<file path="src/rtl/cfg_loader_pkg.sv">
package cfg_loader_pkg;
  typedef enum logic [1:0] {
    ERR_NONE  = 2'd0,
    ERR_RESET = 2'd1,
    ERR_DONE  = 2'd2,
    ERR_UNSUP = 2'd3
  } err_e;

  typedef enum logic [2:0] {
    S_IDLE, S_RST, S_CHK0, S_HK, S_GAP, S_XFER, S_CHK1, S_ACT
  } seq_e;
endpackage

</file>
<file path="src/rtl/cfg_delay.sv">
module cfg_delay #(
  parameter int W = 16
) (
  input  logic         clk_i,
  input  logic         rst_ni,
  input  logic         load_i,
  input  logic [W-1:0] load_val_i,
  output logic         expired_o
);
  logic [W-1:0] cnt_q;

  always_ff @(posedge clk_i or negedge rst_ni) begin
    if (!rst_ni)              cnt_q <= '0;
    else if (load_i)          cnt_q <= load_val_i;
    else if (cnt_q != '0)     cnt_q <= cnt_q - W'(1);
  end

  assign expired_o = (cnt_q == '0);
endmodule

</file>
<file path="src/rtl/cfg_spi_shifter.sv">
module cfg_spi_shifter #(
  parameter int DIV_W = 6
) (
  input  logic             clk_i,
  input  logic             rst_ni,
  input  logic             load_i,
  input  logic [7:0]       data_i,
  input  logic [DIV_W-1:0] div_i,
  output logic             busy_o,
  output logic             sck_o,
  output logic             mosi_o
);
  logic [7:0]       sr_q;
  logic [2:0]       bit_q;
  logic [DIV_W-1:0] cnt_q;
  logic             sck_q, act_q;

  always_ff @(posedge clk_i or negedge rst_ni) begin
    if (!rst_ni) begin
      sr_q <= '0; bit_q <= '0; cnt_q <= '0; sck_q <= 1'b0; act_q <= 1'b0;
    end else if (load_i) begin
      sr_q <= data_i; bit_q <= '0; cnt_q <= '0; sck_q <= 1'b0; act_q <= 1'b1;
    end else if (act_q) begin
      if (cnt_q == div_i - DIV_W'(1)) begin
        cnt_q <= '0;
        if (!sck_q) begin
          sck_q <= 1'b1;                 // target samples here
        end else begin
          sck_q <= 1'b0;                 // data moves on falling edge
          if (bit_q == 3'd7) act_q <= 1'b0;
          else begin
            bit_q <= bit_q + 3'd1;
            sr_q  <= {sr_q[6:0], 1'b0};
          end
        end
      end else begin
        cnt_q <= cnt_q + DIV_W'(1);
      end
    end
  end

  assign busy_o = act_q;
  assign sck_o  = sck_q;
  assign mosi_o = act_q & sr_q[7];
endmodule

</file>
<file path="src/rtl/cfg_loader.sv">
module cfg_loader
  import cfg_loader_pkg::*;
#(
  parameter int CLK_HZ   = 50_000_000,
  parameter int RST_NS   = 1000,
  parameter int HK_US    = 1200,
  parameter int F_MIN_HZ = 1_000_000,
  parameter int F_MAX_HZ = 25_000_000,
  parameter int ACT_CLKS = 49,
  parameter int DIV_W    = 6
) (
  input  logic             clk_i,
  input  logic             rst_ni,
  input  logic             start_i,
  input  logic             partial_i,
  input  logic [DIV_W-1:0] div_i,
  input  logic [7:0]       byte_i,
  input  logic             byte_valid_i,
  input  logic             byte_last_i,
  output logic             byte_ready_o,
  input  logic             cdone_i,
  output logic             creset_no,
  output logic             cs_no,
  output logic             sck_o,
  output logic             mosi_o,
  output logic             busy_o,
  output logic             done_ok_o,
  output logic [1:0]       err_o,
  output logic             operating_o
);
  localparam longint RST_CYC_L = (longint'(CLK_HZ) * longint'(RST_NS) + 64'd999_999_999) / 64'd1_000_000_000;
  localparam longint HK_CYC_L  = (longint'(CLK_HZ) * longint'(HK_US) + 64'd999_999) / 64'd1_000_000;
  localparam int RST_CYC   = int'(RST_CYC_L);
  localparam int HK_CYC    = int'(HK_CYC_L);
  localparam int DIV_MIN_R = (CLK_HZ + 2 * F_MAX_HZ - 1) / (2 * F_MAX_HZ);
  localparam int DIV_MIN   = (DIV_MIN_R < 1) ? 1 : DIV_MIN_R;
  localparam int DIV_MAX   = CLK_HZ / (2 * F_MIN_HZ);
  localparam int ACT_BYTES = (ACT_CLKS + 7) / 8;
  localparam int T_MAX     = (RST_CYC > HK_CYC) ? RST_CYC : HK_CYC;
  localparam int T_W       = $clog2(T_MAX + 1);
  localparam int A_W       = $clog2(ACT_BYTES + 1);

  seq_e             state_q;
  err_e             err_q;
  logic             ok_q, last_q;
  logic [DIV_W-1:0] div_q;
  logic [A_W-1:0]   act_q;

  logic           tmr_load, tmr_exp;
  logic [T_W-1:0] tmr_val;
  logic           sh_load, sh_busy;
  logic [7:0]     sh_data;
  logic           div_ok, start_ok;

  assign div_ok   = (div_i >= DIV_W'(DIV_MIN)) && (div_i <= DIV_W'(DIV_MAX));
  assign start_ok = start_i && !partial_i && div_ok;
  assign byte_ready_o = (state_q == S_XFER) && !sh_busy && !last_q;

  always_comb begin
    tmr_load = 1'b0;
    tmr_val  = '0;
    sh_load  = 1'b0;
    sh_data  = 8'h00;
    unique case (state_q)
      S_IDLE: if (start_ok) begin tmr_load = 1'b1; tmr_val = T_W'(RST_CYC); end
      S_CHK0: if (!cdone_i) begin tmr_load = 1'b1; tmr_val = T_W'(HK_CYC); end
      S_XFER: if (byte_ready_o && byte_valid_i) begin sh_load = 1'b1; sh_data = byte_i; end
      S_ACT:  if (!sh_busy && act_q != '0) sh_load = 1'b1;
      default: ;
    endcase
  end

  always_ff @(posedge clk_i or negedge rst_ni) begin
    if (!rst_ni) begin
      state_q <= S_IDLE; err_q <= ERR_NONE; ok_q <= 1'b0;
      last_q <= 1'b0; div_q <= '0; act_q <= '0;
    end else begin
      unique case (state_q)
        S_IDLE: if (start_i) begin
          ok_q <= 1'b0;
          if (!start_ok) err_q <= ERR_UNSUP;
          else begin
            err_q <= ERR_NONE; div_q <= div_i; last_q <= 1'b0; state_q <= S_RST;
          end
        end
        S_RST:  if (tmr_exp) state_q <= S_CHK0;
        S_CHK0: if (cdone_i) begin err_q <= ERR_RESET; state_q <= S_IDLE; end
                else state_q <= S_HK;
        S_HK:   if (tmr_exp) state_q <= S_GAP;
        S_GAP:  state_q <= S_XFER;
        S_XFER: begin
          if (sh_load && byte_last_i) last_q <= 1'b1;
          if (last_q && !sh_busy) state_q <= S_CHK1;
        end
        S_CHK1: if (cdone_i) begin act_q <= A_W'(ACT_BYTES); state_q <= S_ACT; end
                else begin err_q <= ERR_DONE; state_q <= S_IDLE; end
        S_ACT: begin
          if (sh_load) act_q <= act_q - A_W'(1);
          if (!sh_busy && act_q == '0) begin ok_q <= 1'b1; state_q <= S_IDLE; end
        end
        default: state_q <= S_IDLE;
      endcase
    end
  end

  cfg_delay #(.W(T_W)) u_delay (
    .clk_i      (clk_i),
    .rst_ni     (rst_ni),
    .load_i     (tmr_load),
    .load_val_i (tmr_val),
    .expired_o  (tmr_exp)
  );

  cfg_spi_shifter #(.DIV_W(DIV_W)) u_shift (
    .clk_i  (clk_i),
    .rst_ni (rst_ni),
    .load_i (sh_load),
    .data_i (sh_data),
    .div_i  (div_q),
    .busy_o (sh_busy),
    .sck_o  (sck_o),
    .mosi_o (mosi_o)
  );

  assign creset_no   = (state_q != S_RST);
  assign cs_no       = (state_q == S_IDLE) || (state_q == S_GAP);
  assign busy_o      = (state_q != S_IDLE);
  assign done_ok_o   = ok_q;
  assign err_o       = err_q;
  assign operating_o = cdone_i;
endmodule

</file>
<file path="config.mk">
export PLATFORM = sky130hd
export DESIGN_NAME = cfg_loader
export DESIGN_NICKNAME = d
export VERILOG_FILES = /design/src/rtl/cfg_loader_pkg.sv /design/src/rtl/cfg_delay.sv /design/src/rtl/cfg_spi_shifter.sv /design/src/rtl/cfg_loader.sv
export SDC_FILE = /design/constraint.sdc
export NUM_CORES = 1
export LEC_CHECK = 0
export ABC_AREA = 1
export CORE_ASPECT_RATIO = 0.9
export CORE_MARGIN = 2
export CORE_UTILIZATION = 40
export CTS_BUF_LIST = sky130_fd_sc_hd__clkbuf_4 sky130_fd_sc_hd__clkbuf_8
export DETAILED_ROUTE_END_ITERATION = 6
export SYNTH_ARGS = -nofsm -noshare
export SYNTH_HDL_FRONTEND = slang
export SYNTH_SLANG_ARGS = --single-unit
</file>
<file path="constraint.sdc">
create_clock -name clk_i -period 5.3 [get_ports clk_i]
set_input_delay 1.06 -clock clk_i [delete_from_list [all_inputs] [get_ports clk_i]]
set_output_delay 1.06 -clock clk_i [all_outputs]
set_load 0.005 [all_outputs]
</file>
=== After elaboration in Yosys (flattened, before gate mapping) ===
Cells that the tools add are included.
W data, S select, Z words.

* $add $sub $neg: 5
* Mux-type cells: 59
* Reduce and logical (&&, ||, !) cells: 36
* Bitwise operators: 1
* Eq/ne operators: 22
* Div/mod/pow operators: 0
* Order comparisons: 2
* Shifts and indexed selects: 0
* Multiply operators: 0

{| class="wikitable"
|+ Operators by type and width
! kind !! number
|-
| $mux W8 || 7
|-
| $mux W16 || 3
|-
| $mux W3 || 14
|-
| $pmux W16 S2 || 1
|-
| $mux W6 || 4
|-
| $pmux W3 S8 || 1
|-
| $ne A2 B2 Y1 const B || 10
|-
| $mux W1 || 18
|-
| $logic_not A16 Y1 || 1
|-
| $reduce_bool A16 Y1 || 1
|-
| $sub A16 B1 Y16 const B || 1
|-
| $eq A3 B3 Y1 const B || 5
|-
| $reduce_bool A2 Y1 || 7
|-
| $reduce_and A4 Y1 || 3
|-
| $logic_and A1 B1 Y1 || 10
|-
| $mux W2 || 5
|-
| $reduce_and A3 Y1 || 3
|-
| $reduce_bool A3 Y1 || 3
|-
| $pmux W1 S2 || 4
|-
| $add A6 B1 Y6 const B || 1
|-
| $eq A3 B2 Y1 const B || 2
|-
| $eq A6 B6 Y1 || 1
|-
| $ge A6 B1 Y1 const B || 1
|-
| $le A6 B5 Y1 const B || 1
|-
| 14 further kinds || 18
|}

* Bits in registers: 51
* RAM bits: 0
* Output and inout bits: 10
* ROM bits: 0
* Logic and storage cells: 137
* Input port bits: 21
* Latch bits: 0
* Memories: 0

=== Logic depth before layout (Yosys ltp) ===
* Depth after elaboration: 9
* Mapped depth: 14
* Depth with buffers taken out: 13

=== Cells and area by module ===
A second synthesis with hierarchy kept.

* Cell total of the unflattened synthesis: 495
* Area total of the unflattened synthesis: 3,438.3 um^2

{| class="wikitable"
|+ By module, submodules not included
! module !! cells an instance !! times used !! area each (um^2)
|-
| cfg_spi_shifter || 169 || 1 || 1,196.1
|-
| cfg_loader || 158 || 1 || 1,123.6
|-
| cfg_delay || 168 || 1 || 1,118.6
|}

=== Worst setup path before layout ===
OpenSTA, ideal clock, no wires.

* Path kind: input port to output port
* Start point: input port cdone_i
* End point: output port operating_o
* Cell stages on the path: 1
* Buffers on the path: 1
* Slack: 3.069 ns
* Arrival: 1.171 ns
* Cells stage by stage: buf_4

{| class="wikitable"
|+ RTL lines
! what !! RTL line !! source
|-
| start: declaration || cfg_loader.sv:21 || <nowiki>input logic cdone_i,</nowiki>
|-
| end: declaration || cfg_loader.sv:29 || <nowiki>output logic operating_o</nowiki>
|}

No word-level cell between the ends.

=== Worst setup path after layout ===
* Start point: input port cdone_i
* End point: output port operating_o

No word-level cell between the ends.

==> out/qor.csv <==
metric,value,unit
max cap viols,0,
Rows,30,
"Reg clk slew, reported paths",90,ps
Core Area,0.00754,sq mm
Syn-to-layout area delta,14.4,%
leak pwr,1.86,nW
vias in the first global route,2516,
final setup TNS,0,ps
Layout Nets,488,
post_cts resized,0,
worst-skew pair later-pin latency,310,ps
chip width,96.8,microns
Die H,87.5,microns
CTS tree,done,
Post-Syn Area,0.00310,sq mm
drt total wl,6.89,mm
DRC Markers,0,
clock skew,16.0,ps
post-place setup slack,2180,ps
io pins,31,
Max Slew Vio Count,0,
CP required,4240,ps
"most common cell after layout, fill and taps aside",nand2_1,
initial DRC count,129,
hold_buf cts,0,
total number of yosys warnings,0,
crit path capture type,primary output,
Synth area leaders,"dfrtp_1 41%, nand2_1 17%, inv_1 6.4%",
GRT Residual Overflow,0,
Final Hold Fails,0,
crit-path max FO,3,
Slew headroom,0.546,
RePlAce Congestion,0.805,
layout cells sized above 1,0.0610,
Setup Viol. Count Final,0,
M3 GR Usage,0.0311,
Sinks on Clock Net,51,
clock buffer depth,2,
area of the multi-input gates,0.00154,sq mm
ANT cells,0,
RSZ-0062 raised after global routing,no,
Die ar.,0.00848,sq mm
I/O Buffers,30,
Crit path largest cell delay,500,ps
fin crit period,3120,ps
Setup CP Type,in2out,
min setup slack post-route,2180,ps
"CP delay by family, top",buffers and inverters,
"commonest non-fill, non-tap cells in the layout","139 x nand2_1, 53 x inv_1, 51 x dfrtp_1, 47 x nor2_1, 29 x clkdlybuf4s50_1",
largest net degree at the start of global routing,52,
postcts setup bufs,0,
status,completed,
Power per Cell Area,452,mW/mm^2
Gate Count Post-Synth,430,
cts bufs inserted,5,
DRT antenna net count,0,
first-pass GRT wire length,11.8,mm
FF+latch area,0.00128,sq mm
post-synth top area cell,dfrtp_1,
H-Tree Level Count,2,
Fill cells,772,
GRT met2 Usage,0.270,
grt peak-use layer,met2,
antenna violations before repair,0,
"Avg Cell Area, Syn",7.21,sq um
crit path buf inv count,2,
Yosys reg bits,51,
sequential area share after synthesis,0.411,
Tightest Hold Check Type,reg2reg,
via count,2732,
CP Launch Type,input pin,
post-DR wirelength/cell,12.4,microns
VDD IR max,155,uV
Cell variety after synth,36,
Vias/cell,4.92,
TritonRoute pass-1 iters,5,
slowest library cell on the worst path,clkdlybuf4s50_1,
Starting Density,0.411,
Synth top area share,0.411,
Final period util,0.588,
clk root buf,clkbuf_8,
Syn Nets,459,
CP arrival,2060,ps
measured slew at the worst slew-check pin,680,ps
GRT met1 Usage,0.245,
post-DP HPWL,5.02,mm
Max Clk Rate,321,MHz
CP most frequent cell,clkdlybuf4s50_1,
Tot GR Track Use,0.169,
CP cell instances,clkdlybuf4s50_1 > clkdlybuf4s50_1,
worst paths after layout:
check	endpoint	startpoint	cells past startpoint	slack [ps]
worst max-delay path	operating_o	cdone_i	2	2180
worst min-delay path	act_q[0]	act_q[0]	1	470
worst max register to register	u_shift.sr_q[5]	div_q[0]	13	3090
worst min register to register	act_q[0]	act_q[0]	1	470
max in group asynchronous	div_q[0]	rst_ni	2	3970
min in group asynchronous	u_shift.sr_q[2]	rst_ni	2	870
cells by family (layout without fill, tap and decap cells):
logic type / Yosys count / in the layout / synth area share
AOI/OAI and AO/OA: 39 / 39 / 0.0746
adders and majority gates: 8 / 8 / 0.0323
buffers and inverters: 68 / 97 / 0.0916
and+or+nand+nor: 252 / 252 / 0.356
xor gates and xnor gates: 12 / 12 / 0.0339
DFF: 51 / 51 / 0.411
through the flow:
stage / utilization / cell area, sq um / hold slack [ps] / total power, mW / cells
floorplan: - / 3100 / 438 / 1.18 / 430
global placement: 0.459 / 3460 / 454 / 1.37 / 548
detailed placement: 0.459 / 3460 / 459 / 1.38 / 548
CTS: 0.470 / 3550 / 478 / 1.61 / 555
global route: 0.470 / 3550 / 499 / 1.76 / 555
finish: 0.470 / 3550 / 472 / 1.60 / 555
power breakdown:
part | leakage, nW | internal (mW) | switching [mW]
clock network | 0.0440 | 0.0909 | 0.135
logic | 1.19 | 0.296 | 0.445
registers | 0.625 | 0.514 | 0.122
registers in the layout, summed over array words and instances (netlist names):
register and flops:
act_q 3, div_q 6, done_ok_o 1, err_o 2, last_q 1, state_q 3
u_delay.cnt_q 16, u_shift.bit_q 3, u_shift.busy_o 1, u_shift.cnt_q 6, u_shift.sck_o 1, u_shift.sr_q 8
worst reg2reg max path, cell delays in order (launching register included):
cell and delay (ps):
dfrtp_1 400, inv_1 150, ha_1 230, nand2_1 100
nor2_1 110, nand2_1 60, nand2_1 50, nand2_1 50
inv_1 40, nand3_1 170, nand2_2 300, nand3_2 280
nand2_1 150, nand2_1 60
layer usage:
metal	part of all wire	vias up	routed length, microns
met4	0.0077	0	53
met2	0.42	59	2930
met3	0.039	5	267
met5	0	-	0
li1	-	1415	-
met1	0.53	1253	3640
cell usage after synthesis:
cell,number
nand2_1,139
inv_1,53
dfrtp_1,51
nor2_1,47
nand3_1,27
o21ai_0,16
nand4_1,13
nor3_1,10
xor2_1,10
a21oi_1,8
ha_1,8
buf_4,5
inv_2,4
nor2_2,4
clkbuf_1,3
nand3_2,3
o21ai_1,3
a211oi_1,2
a2bb2oi_1,2
nand2_2,2
nand2_4,2
nand3b_1,2
o211ai_1,2
xnor2_1,2
a31oi_1,1
a32o_1,1
buf_6,1
clkinv_1,1
inv_4,1
nand4_2,1
nor3_4,1
o2111ai_1,1
o21a_1,1
o21ai_2,1
o21bai_1,1
or2_1,1
area by class of cell:
cell class	instances	share of cell area
inverters	59	0.0631
repair buffers	31	0.0854
multi-input cells	311	0.435
clock inverters	2	0.00388
flip-flops and latches	51	0.360
clock buffers	5	0.0194
well taps	96	0.0339
Note: power is estimated with default switching activity, not from simulation.
